**config.mk**
```make
export PLATFORM = sky130hd
export DESIGN_NAME = dpll_param_calc
export DESIGN_NICKNAME = d
export VERILOG_FILES = /design/src/rtl/dpll_pkg.sv /design/src/rtl/dpll_flog2.sv /design/src/rtl/dpll_divider.sv /design/src/rtl/dpll_operands.sv /design/src/rtl/dpll_param_calc.sv
export SDC_FILE = /design/constraint.sdc
export NUM_CORES = 2
export LEC_CHECK = 0
export BUFFER_PORTS_ARGS = -buffer_cell sky130_fd_sc_hd__buf_2
export CORE_ASPECT_RATIO = 0.75
export CORE_MARGIN = 4
export CORE_UTILIZATION = 40
export DETAILED_ROUTE_END_ITERATION = 8
export PLACE_DENSITY = 0.57
export RECOVER_POWER = 100
export SETUP_SLACK_MARGIN = 0.3
export SLEW_MARGIN = 20
export SYNTH_ARGS = -nofsm -noshare
export SYNTH_HDL_FRONTEND = slang
export SYNTH_SLANG_ARGS = --single-unit
```
**constraint.sdc**
```tcl
create_clock -name clk -period 8.8 [get_ports clk]
set_clock_uncertainty 0.2 [all_clocks]
set_input_delay 1.76 -clock clk [delete_from_list [all_inputs] [get_ports clk]]
set_output_delay 1.76 -clock clk [all_outputs]
set_load 0.1 [all_outputs]
```
**src/rtl/dpll_pkg.sv**
```systemverilog
package dpll_pkg;
  localparam int PLL_W      = 11;
  localparam int SET_W      = 32;
  localparam int DISP_W     = 8;
  localparam int REF_RATIO  = 25000000;
  localparam int LOOP_DIV   = 266000;
  localparam int LOOP_MUL   = 1200000;
  localparam int LOOP_SHIFT = 26;
  localparam int LVDS_MUL   = 70;
  localparam int DSI_MUL    = 10;
  localparam int GAIN_DIV   = 10;
  localparam int DIVOUT_CAP = 3;

  typedef enum logic [1:0] {
    ST_IDLE   = 2'd0,
    ST_LAUNCH = 2'd1,
    ST_WAIT   = 2'd2
  } ctl_state_e;

  // order of the six serial divisions; each depends on the earlier ones
  typedef enum logic [2:0] {
    STEP_VCOR  = 3'd0,
    STEP_RATIO = 3'd1,
    STEP_VCOC  = 3'd2,
    STEP_DISP  = 3'd3,
    STEP_LOOP  = 3'd4,
    STEP_SET   = 3'd5
  } calc_step_e;
endpackage

```
**src/rtl/dpll_flog2.sv**
```systemverilog
module dpll_flog2 #(
  parameter int W = 32
) (
  input  logic [W-1:0]         x,
  output logic [$clog2(W)-1:0] msb_idx
);
  localparam int L = $clog2(W);

  logic [L-1:0] part [0:L];

  assign part[0] = '0;

  // halving search: try the larger shift first, keep it when bits remain above
  for (genvar k = 0; k < L; k++) begin : g_stage
    localparam int STEP = 1 << (L - 1 - k);
    logic [L:0] probe;
    assign probe = {1'b0, part[k]} + (L+1)'(STEP);
    assign part[k+1] = ((x >> probe) != '0) ? probe[L-1:0] : part[k];
  end

  assign msb_idx = part[L];
endmodule

```
**src/rtl/dpll_divider.sv**
```systemverilog
module dpll_divider #(
  parameter int NUM_W = 64,
  parameter int DEN_W = 32
) (
  input  logic             clk,
  input  logic             rst_n,
  input  logic             start,
  input  logic [NUM_W-1:0] dividend,
  input  logic [DEN_W-1:0] divisor,
  output logic             busy,
  output logic             done,
  output logic [NUM_W-1:0] quotient
);
  localparam int CNT_W = $clog2(NUM_W + 1);

  logic [NUM_W-1:0] q_sh;
  logic [DEN_W-1:0] rem;
  logic [DEN_W-1:0] den;
  logic [CNT_W-1:0] left;
  logic [DEN_W:0]   trial;
  logic [DEN_W:0]   diff;
  logic             fits;

  always_comb begin
    trial = {rem, q_sh[NUM_W-1]};
    diff  = trial - {1'b0, den};
    fits  = (trial >= {1'b0, den});
  end

  always_ff @(posedge clk) begin
    if (!rst_n) begin
      q_sh <= '0;
      rem  <= '0;
      den  <= '0;
      left <= '0;
      busy <= 1'b0;
      done <= 1'b0;
    end else begin
      done <= 1'b0;
      if (start) begin
        q_sh <= dividend;
        rem  <= '0;
        den  <= divisor;
        left <= CNT_W'(NUM_W);
        busy <= 1'b1;
      end else if (busy) begin
        q_sh <= {q_sh[NUM_W-2:0], fits};
        rem  <= fits ? diff[DEN_W-1:0] : trial[DEN_W-1:0];
        left <= left - 1'b1;
        if (left == CNT_W'(1)) begin
          busy <= 1'b0;
          done <= 1'b1;
        end
      end
    end
  end

  assign quotient = q_sh;
endmodule

```
**src/rtl/dpll_operands.sv**
```systemverilog
module dpll_operands
  import dpll_pkg::*;
#(
  parameter int CLK_W = 20,
  parameter int BPP_W = 6,
  parameter int CNT_W = 3,
  parameter int NUM_W = 64,
  parameter int DEN_W = 32
) (
  input  calc_step_e               step,
  input  logic                     dsi,
  input  logic [CLK_W-1:0]         clk_khz,
  input  logic [BPP_W-1:0]         bpp,
  input  logic [CNT_W-1:0]         cnt,
  input  logic [DEN_W-1:0]         vcor,
  input  logic [DEN_W-1:0]         vcoc,
  input  logic [DEN_W-1:0]         loop_gain,
  input  logic [$clog2(DEN_W)-1:0] lg2,
  output logic [NUM_W-1:0]         dividend,
  output logic [DEN_W-1:0]         divisor
);
  logic [NUM_W-1:0] rate_num;

  always_comb begin
    if (dsi)
      rate_num = NUM_W'(clk_khz) * NUM_W'(bpp) * NUM_W'(DSI_MUL);
    else
      rate_num = NUM_W'(clk_khz) * NUM_W'(LVDS_MUL);
  end

  always_comb begin
    dividend = '0;
    divisor  = DEN_W'(1);
    case (step)
      STEP_VCOR: begin
        dividend = rate_num;
        divisor  = DEN_W'(cnt);
      end
      STEP_RATIO: begin
        dividend = NUM_W'(REF_RATIO);
        divisor  = vcor;
      end
      STEP_VCOC: begin
        dividend = NUM_W'(vcor) << lg2;
        divisor  = DEN_W'(GAIN_DIV);
      end
      STEP_DISP: begin
        dividend = NUM_W'(vcoc);
        divisor  = DEN_W'(clk_khz);
      end
      STEP_LOOP: begin
        dividend = NUM_W'(vcoc);
        divisor  = DEN_W'(LOOP_DIV);
      end
      STEP_SET: begin
        dividend = (NUM_W'(LOOP_MUL) * NUM_W'(loop_gain)) << LOOP_SHIFT;
        divisor  = vcoc;
      end
      default: begin
        dividend = '0;
        divisor  = DEN_W'(1);
      end
    endcase
  end
endmodule

```
**src/rtl/dpll_param_calc.sv**
```systemverilog
module dpll_param_calc
  import dpll_pkg::*;
#(
  parameter int CLK_W = 20,
  parameter int BPP_W = 6,
  parameter int CNT_W = 3,
  parameter int NUM_W = 64,
  parameter int DEN_W = 32
) (
  input  logic             clk,
  input  logic             rst_n,
  input  logic             in_valid,
  output logic             in_ready,
  input  logic             mode_dsi,
  input  logic [CLK_W-1:0] clk_khz,
  input  logic [BPP_W-1:0] bpp,
  input  logic [CNT_W-1:0] lane_cnt,
  output logic             done,
  output logic             error,
  output logic [PLL_W-1:0] pll_word,
  output logic [SET_W-1:0] set_word
);
  localparam int FL_W = $clog2(DEN_W);

  ctl_state_e       st;
  calc_step_e       step;
  logic             r_dsi;
  logic [CLK_W-1:0] r_clk;
  logic [BPP_W-1:0] r_bpp;
  logic [CNT_W-1:0] r_cnt;
  logic [DEN_W-1:0] vcor, ratio, vcoc, loop_gain;
  logic [DISP_W-1:0] disp;

  logic             div_start, div_busy, div_done;
  logic [NUM_W-1:0] div_num, div_q;
  logic [DEN_W-1:0] div_den;
  logic [DEN_W-1:0] q_sat, q_round, ratio_nz;
  logic [FL_W-1:0]  lg2, div_hi;
  logic [1:0]       divout;
  logic             bad_req;

  assign in_ready  = (st == ST_IDLE);
  assign div_start = (st == ST_LAUNCH);
  assign bad_req   = (clk_khz == '0) || (lane_cnt == '0) || (mode_dsi && (bpp == '0));

  // intermediate quotients clamp instead of wrapping
  assign q_sat    = (|div_q[NUM_W-1:DEN_W]) ? '1 : div_q[DEN_W-1:0];
  assign q_round  = (q_sat + DEN_W'(7)) & ~DEN_W'(7);
  assign ratio_nz = (ratio == '0) ? DEN_W'(1) : ratio;

  always_comb begin
    divout = (lg2 > FL_W'(DIVOUT_CAP)) ? 2'(DIVOUT_CAP) : lg2[1:0];
    div_hi = lg2 - FL_W'(divout);
  end

  dpll_flog2 #(.W(DEN_W)) u_flog2 (
    .x       (ratio_nz),
    .msb_idx (lg2)
  );

  dpll_operands #(
    .CLK_W(CLK_W), .BPP_W(BPP_W), .CNT_W(CNT_W), .NUM_W(NUM_W), .DEN_W(DEN_W)
  ) u_ops (
    .step      (step),
    .dsi       (r_dsi),
    .clk_khz   (r_clk),
    .bpp       (r_bpp),
    .cnt       (r_cnt),
    .vcor      (vcor),
    .vcoc      (vcoc),
    .loop_gain (loop_gain),
    .lg2       (lg2),
    .dividend  (div_num),
    .divisor   (div_den)
  );

  dpll_divider #(.NUM_W(NUM_W), .DEN_W(DEN_W)) u_div (
    .clk      (clk),
    .rst_n    (rst_n),
    .start    (div_start),
    .dividend (div_num),
    .divisor  (div_den),
    .busy     (div_busy),
    .done     (div_done),
    .quotient (div_q)
  );

  always_ff @(posedge clk) begin
    if (!rst_n) begin
      st        <= ST_IDLE;
      step      <= STEP_VCOR;
      r_dsi     <= 1'b0;
      r_clk     <= '0;
      r_bpp     <= '0;
      r_cnt     <= '0;
      vcor      <= '0;
      ratio     <= '0;
      vcoc      <= '0;
      loop_gain <= '0;
      disp      <= '0;
      done      <= 1'b0;
      error     <= 1'b0;
      pll_word  <= '0;
      set_word  <= '0;
    end else begin
      done  <= 1'b0;
      error <= 1'b0;
      case (st)
        ST_IDLE: begin
          if (in_valid) begin
            if (bad_req) begin
              error <= 1'b1;
            end else begin
              r_dsi <= mode_dsi;
              r_clk <= clk_khz;
              r_bpp <= bpp;
              r_cnt <= lane_cnt;
              step  <= STEP_VCOR;
              st    <= ST_LAUNCH;
            end
          end
        end
        ST_LAUNCH: st <= ST_WAIT;
        ST_WAIT: begin
          if (div_done && !div_busy) begin
            case (step)
              STEP_VCOR:  vcor      <= q_sat;
              STEP_RATIO: ratio     <= q_sat;
              STEP_VCOC:  vcoc      <= q_sat;
              STEP_DISP:  disp      <= div_q[DISP_W-1:0];
              STEP_LOOP:  loop_gain <= q_round;
              default: begin
                set_word <= div_q[SET_W-1:0];
                pll_word <= {div_hi[0], divout, disp};
              end
            endcase
            if (step == STEP_SET) begin
              done <= 1'b1;
              st   <= ST_IDLE;
            end else begin
              step <= calc_step_e'(step + 3'd1);
              st   <= ST_LAUNCH;
            end
          end
        end
        default: st <= ST_IDLE;
      endcase
    end
  end
endmodule

```
==> impl_results.rst <==
.. list-table::
   :header-rows: 1

   * - Metric
     - Value
   * - Post-synth EDFFs
     - 0
   * - Detailed-routing iteration count for the pre-antenna-repair pass
     - 7
   * - Power Density
     - 141 nW/um2
   * - Avg Cell Area, Syn
     - 8.21 um2
   * - Cells after synthesis
     - 3801
   * - Leakage power summed over all cells
     - ~16 nW
   * - Core area
     - slightly below 80000 um2
   * - Area of combinational cells with multiple inputs
     - 22000 um2
   * - Terminus of the critical flop-to-flop path
     - u_div.quotient[24]
   * - Chip height
     - between 200 and 250 um
   * - CTS buffer count
     - between 40 and 50
   * - Async set or reset register ratio after synthesis
     - 0%
   * - Fraction of met2 tracks used by global routing
     - roughly a third
   * - Antenna violations before repair
     - 6
   * - ANT nets after route
     - 0
   * - Hpwl dp
     - 88300 um
   * - Endpoint arrival time on the critical path
     - 8590 ps
   * - Post-Synth XOR/XNOR Area
     - 4.16%
   * - Most common cell after layout, fill and taps aside
     - sky130_fd_sc_hd__nand2_1
   * - Deepest level of the CTS H-tree
     - 2
   * - Routed length per instance
     - between 20 and 25 um
   * - Post-Synthesis Cell Area
     - 31200 um2
   * - Largest buffer count on any clock path
     - 3
   * - Overall power consumption
     - 4.78 mW
   * - Post-synthesis mux area share
     - 3.04%
   * - Status
     - finished with violations
   * - Flop-to-flop setup slack
     - about 500 ps
   * - Count of max-cap constraint violations
     - 5
   * - Leading register cell type out of synthesis
     - sky130_fd_sc_hd__dfxtp_1
   * - Synthesis-to-finish area growth
     - 8.74%
   * - Port-buffer cells
     - 78
   * - Chain of cells forming the critical path
     - nor4_1, o21a_1, a21oi_2, buf_4, nor3_2, o21a_1, clkbuf_1, mux2i_1, a21o_1, o21ai_2, clkbuf_1, a22oi_1, a211oi_1, mux2i_1, mux2_2, and2_0, o41a_1
   * - Critical Path End Type
     - flop
   * - Number of non-filler instances in the completed layout
     - 4821
   * - Commonest cells after routing, fill and taps aside
     - sky130_fd_sc_hd__nand2_1, sky130_fd_sc_hd__inv_1, sky130_fd_sc_hd__dfxtp_1
   * - Post-route DRC
     - 0
   * - Hold Worst Slack
     - between 200 and 300 ps
   * - Global-route wire length before repair
     - ~180000 um
   * - Required time reported for the critical path endpoint
     - between 9000 and 10000 ps
   * - Share of post-route cells with drive strength above 1
     - between 6 and 7%
   * - Dominant combinational cell family by area after synthesis
     - adder cells
   * - Starting DRC count in detailed routing
     - between 3000 and 4000
   * - Reg-to-Reg Start
     - ratio[24]
   * - Total Die Area
     - 82600 um2
   * - TritonCTS clock tree
     - built
   * - Max incr delay on CP
     - 1280 ps
   * - Initial cell density of the core
     - between 40% and 50%
   * - Synth warn
     - 0
   * - Timing startpoint of the critical path
     - ratio[24]
   * - Slowest cell on crit path
     - sky130_fd_sc_hd__clkbuf_1
   * - Global route total overflow
     - 0
   * - Fill cell instance count of the final layout
     - ~8000
   * - Clk slew on worst S/H paths
     - ~60 ps
   * - Unrepaired setup endpoints after global routing
     - no
   * - Highest-utilization routing layer at the global route stage
     - met1
   * - Complex-gate fraction of the synthesized area
     - between 20% and 30%
   * - Total negative slack
     - 0 ps
   * - Flip-flop and latch area
     - between 6000 and 7000 um2
   * - Crit Path Max Fanout
     - 31
   * - Final core utilization
     - between 40% and 50%
   * - Count of standard-cell rows
     - 88
   * - Final Cell Area
     - about 34000 um2
   * - Fraction of met3 tracks used by global routing
     - between 10% and 20%
   * - Number of nets in the finished design
     - about 4200
   * - I/O pin total
     - 79
   * - Post CTS Setup Buffer Count
     - 0
   * - Total placed instance area
     - about 33000 um2
   * - Violations in the final reports
     - capacitance limit, slew limit
   * - CTS Sinks
     - ~350
   * - Setup slack after layout
     - approximately 500 ps
   * - Worst slack, placed
     - approximately 780 ps
   * - Die boundary width
     - approximately 330 um
   * - Classification of the worst-slack hold path
     - reg -> reg
   * - Number of flip-flops and latches in the synthesized netlist
     - about 350
   * - Global-route total usage across every layer
     - 27.6%
   * - WS Path Type
     - reg -> reg
   * - Post-synthesis cell type count
     - ~90
   * - Number of vias in the routed layout
     - between 20000 and 30000
   * - Worst Reg-to-Reg Cells
     - 17
   * - Synthesized-area fraction occupied by and/or/nand/nor cells
     - between 15 and 20%
   * - GP Congestion
     - roughly 1.1
   * - Final hold viol count
     - 0
   * - Share of the yosys chip area belonging to registers
     - ~22%
   * - Inst Count DP
     - roughly 4700
   * - Mean number of vias per cell
     - slightly below 6
   * - Achievable Freq
     - around 120 MHz
   * - CTS Root Buffer Type
     - sky130_fd_sc_hd__clkbuf_16
   * - Peak ir drop on the vdd network
     - roughly 0.11 mV
   * - Number of global-route vias before repair
     - about 27000
   * - Latest clock arrival within the worst-skew pair
     - 630 ps
   * - Synth Area in Adders
     - 23.6%
   * - Total routed wirelength
     - around 120000 um
   * - Slew at the pin with the worst max-slew slack
     - around 4800 ps
   * - Minimum clock period
     - a little over 8000 ps
   * - Worst setup SP type
     - flop
   * - Fraction of met1 tracks used by global routing
     - between 40% and 50%
   * - Number of setup violations in the final report
     - 0
   * - Post-synth net total
     - ~4300
   * - Slew headroom
     - -221%
   * - Maximum number of pins on one net before global-route repair
     - approximately 120
   * - Final slew viol count
     - about 360
   * - Capturing element of the worst setup path
     - u_div.quotient[24]
   * - Final cycle utilization of the critical path
     - a little over nine tenths
   * - Post-cts hold buffer count
     - 0
registers in the layout, summed over array words and instances (netlist names), 28 cells and up:
register,cells
loop_gain,28
set_word,32
u_div.rem,32
vcoc,32
u_div.den,32
ratio,31
u_div.quotient,64
vcor,32
where the power goes:
| group | internal [mW] | switching (mW) | total [mW] |
|---|---|---|---|
| registers | 1.63 | 0.110 | 1.74 |
| logic | 0.413 | 0.690 | 1.10 |
| clock network | 1.12 | 0.806 | 1.93 |
timing repair:
| item | 4_1_cts | 5_1_grt |
|---|---|---|
| gates resized for setup | 0 | 5 |
| endpoints found under the hold margin | 0 | 0 |
| endpoints found under the setup margin | 0 | 1 |
logic make-up after synthesis:
kind of cell,after synthesis
adder cells (fa/ha/maj),463
flip-flops,348
AO/OA/AOI/OAI,1014
buffers and inverters,601
AND/OR/NAND/NOR,1135
multiplexers,92
XOR/XNOR,148
worst min path at each step:
stage,slack (ps),to,start,depth (start not counted)
6_report,260,set_word[5],set_word[5],2
5_1_grt,280,set_word[5],set_word[5],2
2_1_floorplan,240,pll_word[0],disp[0],2
4_1_cts,260,set_word[4],set_word[4],2
3_3_place_gp,250,set_word[18],set_word[18],2
3_5_place_dp,260,set_word[4],set_word[4],2
area by class of cell:
class,count,area share [%]
Antenna cell,3,0.0221
Clock buffer,56,3.46
Clock inverter,18,0.867
Inverter,362,4.01
Multi-Input combinational cell,2852,64.8
Sequential cell,348,20.6
Tap cell,1035,3.82
Timing Repair Buffer,147,2.43
critical path, delay by kind of cell (launching register included):
| kind | cells | cell delay (ps) |
|---|---|---|
| AOI/OAI and AO/OA | 8 | 2780 |
| buffers and inverters | 3 | 2680 |
| DFF | 1 | 350 |
| muxes | 3 | 850 |
| and+or+nand+nor | 3 | 1300 |
cells in the mapped netlist (30+ instances only):
library cell	count	area share (%)
sky130_fd_sc_hd__nand2_1	486	5.8
sky130_fd_sc_hd__inv_1	360	4.3
sky130_fd_sc_hd__dfxtp_1	348	22
sky130_fd_sc_hd__ha_1	255	10
sky130_fd_sc_hd__a21oi_1	220	3.5
sky130_fd_sc_hd__nor2_1	209	2.5
sky130_fd_sc_hd__fa_1	208	13
sky130_fd_sc_hd__clkbuf_1	194	2.3
sky130_fd_sc_hd__o21ai_0	186	3.0
sky130_fd_sc_hd__xnor2_1	104	2.9
sky130_fd_sc_hd__o211a_1	101	3.2
sky130_fd_sc_hd__nor2b_1	94	1.9
sky130_fd_sc_hd__nand3_1	73	1.2
sky130_fd_sc_hd__mux2i_1	70	2.2
sky130_fd_sc_hd__nor3_1	66	1.1
sky130_fd_sc_hd__a21boi_0	56	1.3
sky130_fd_sc_hd__a31oi_1	48	0.96
sky130_fd_sc_hd__xor2_1	44	1.2
sky130_fd_sc_hd__o21a_1	43	1.0
sky130_fd_sc_hd__a22oi_1	42	1.0
sky130_fd_sc_hd__nor4_1	37	0.74
sky130_fd_sc_hd__a211oi_1	36	0.87
sky130_fd_sc_hd__o22ai_1	36	0.72
sky130_fd_sc_hd__and2_1	35	0.70
sky130_fd_sc_hd__a21o_1	32	0.77
sky130_fd_sc_hd__o221ai_1	32	0.90
sky130_fd_sc_hd__o211ai_1	30	0.72
per-layer routing:
metal	wire (um)	up-vias
met5	55	-
met4	3030	8
met3	15100	212
met2	42700	1365
met1	54700	13900
li1	-	13200
Note: power is estimated with default switching activity, not from simulation.
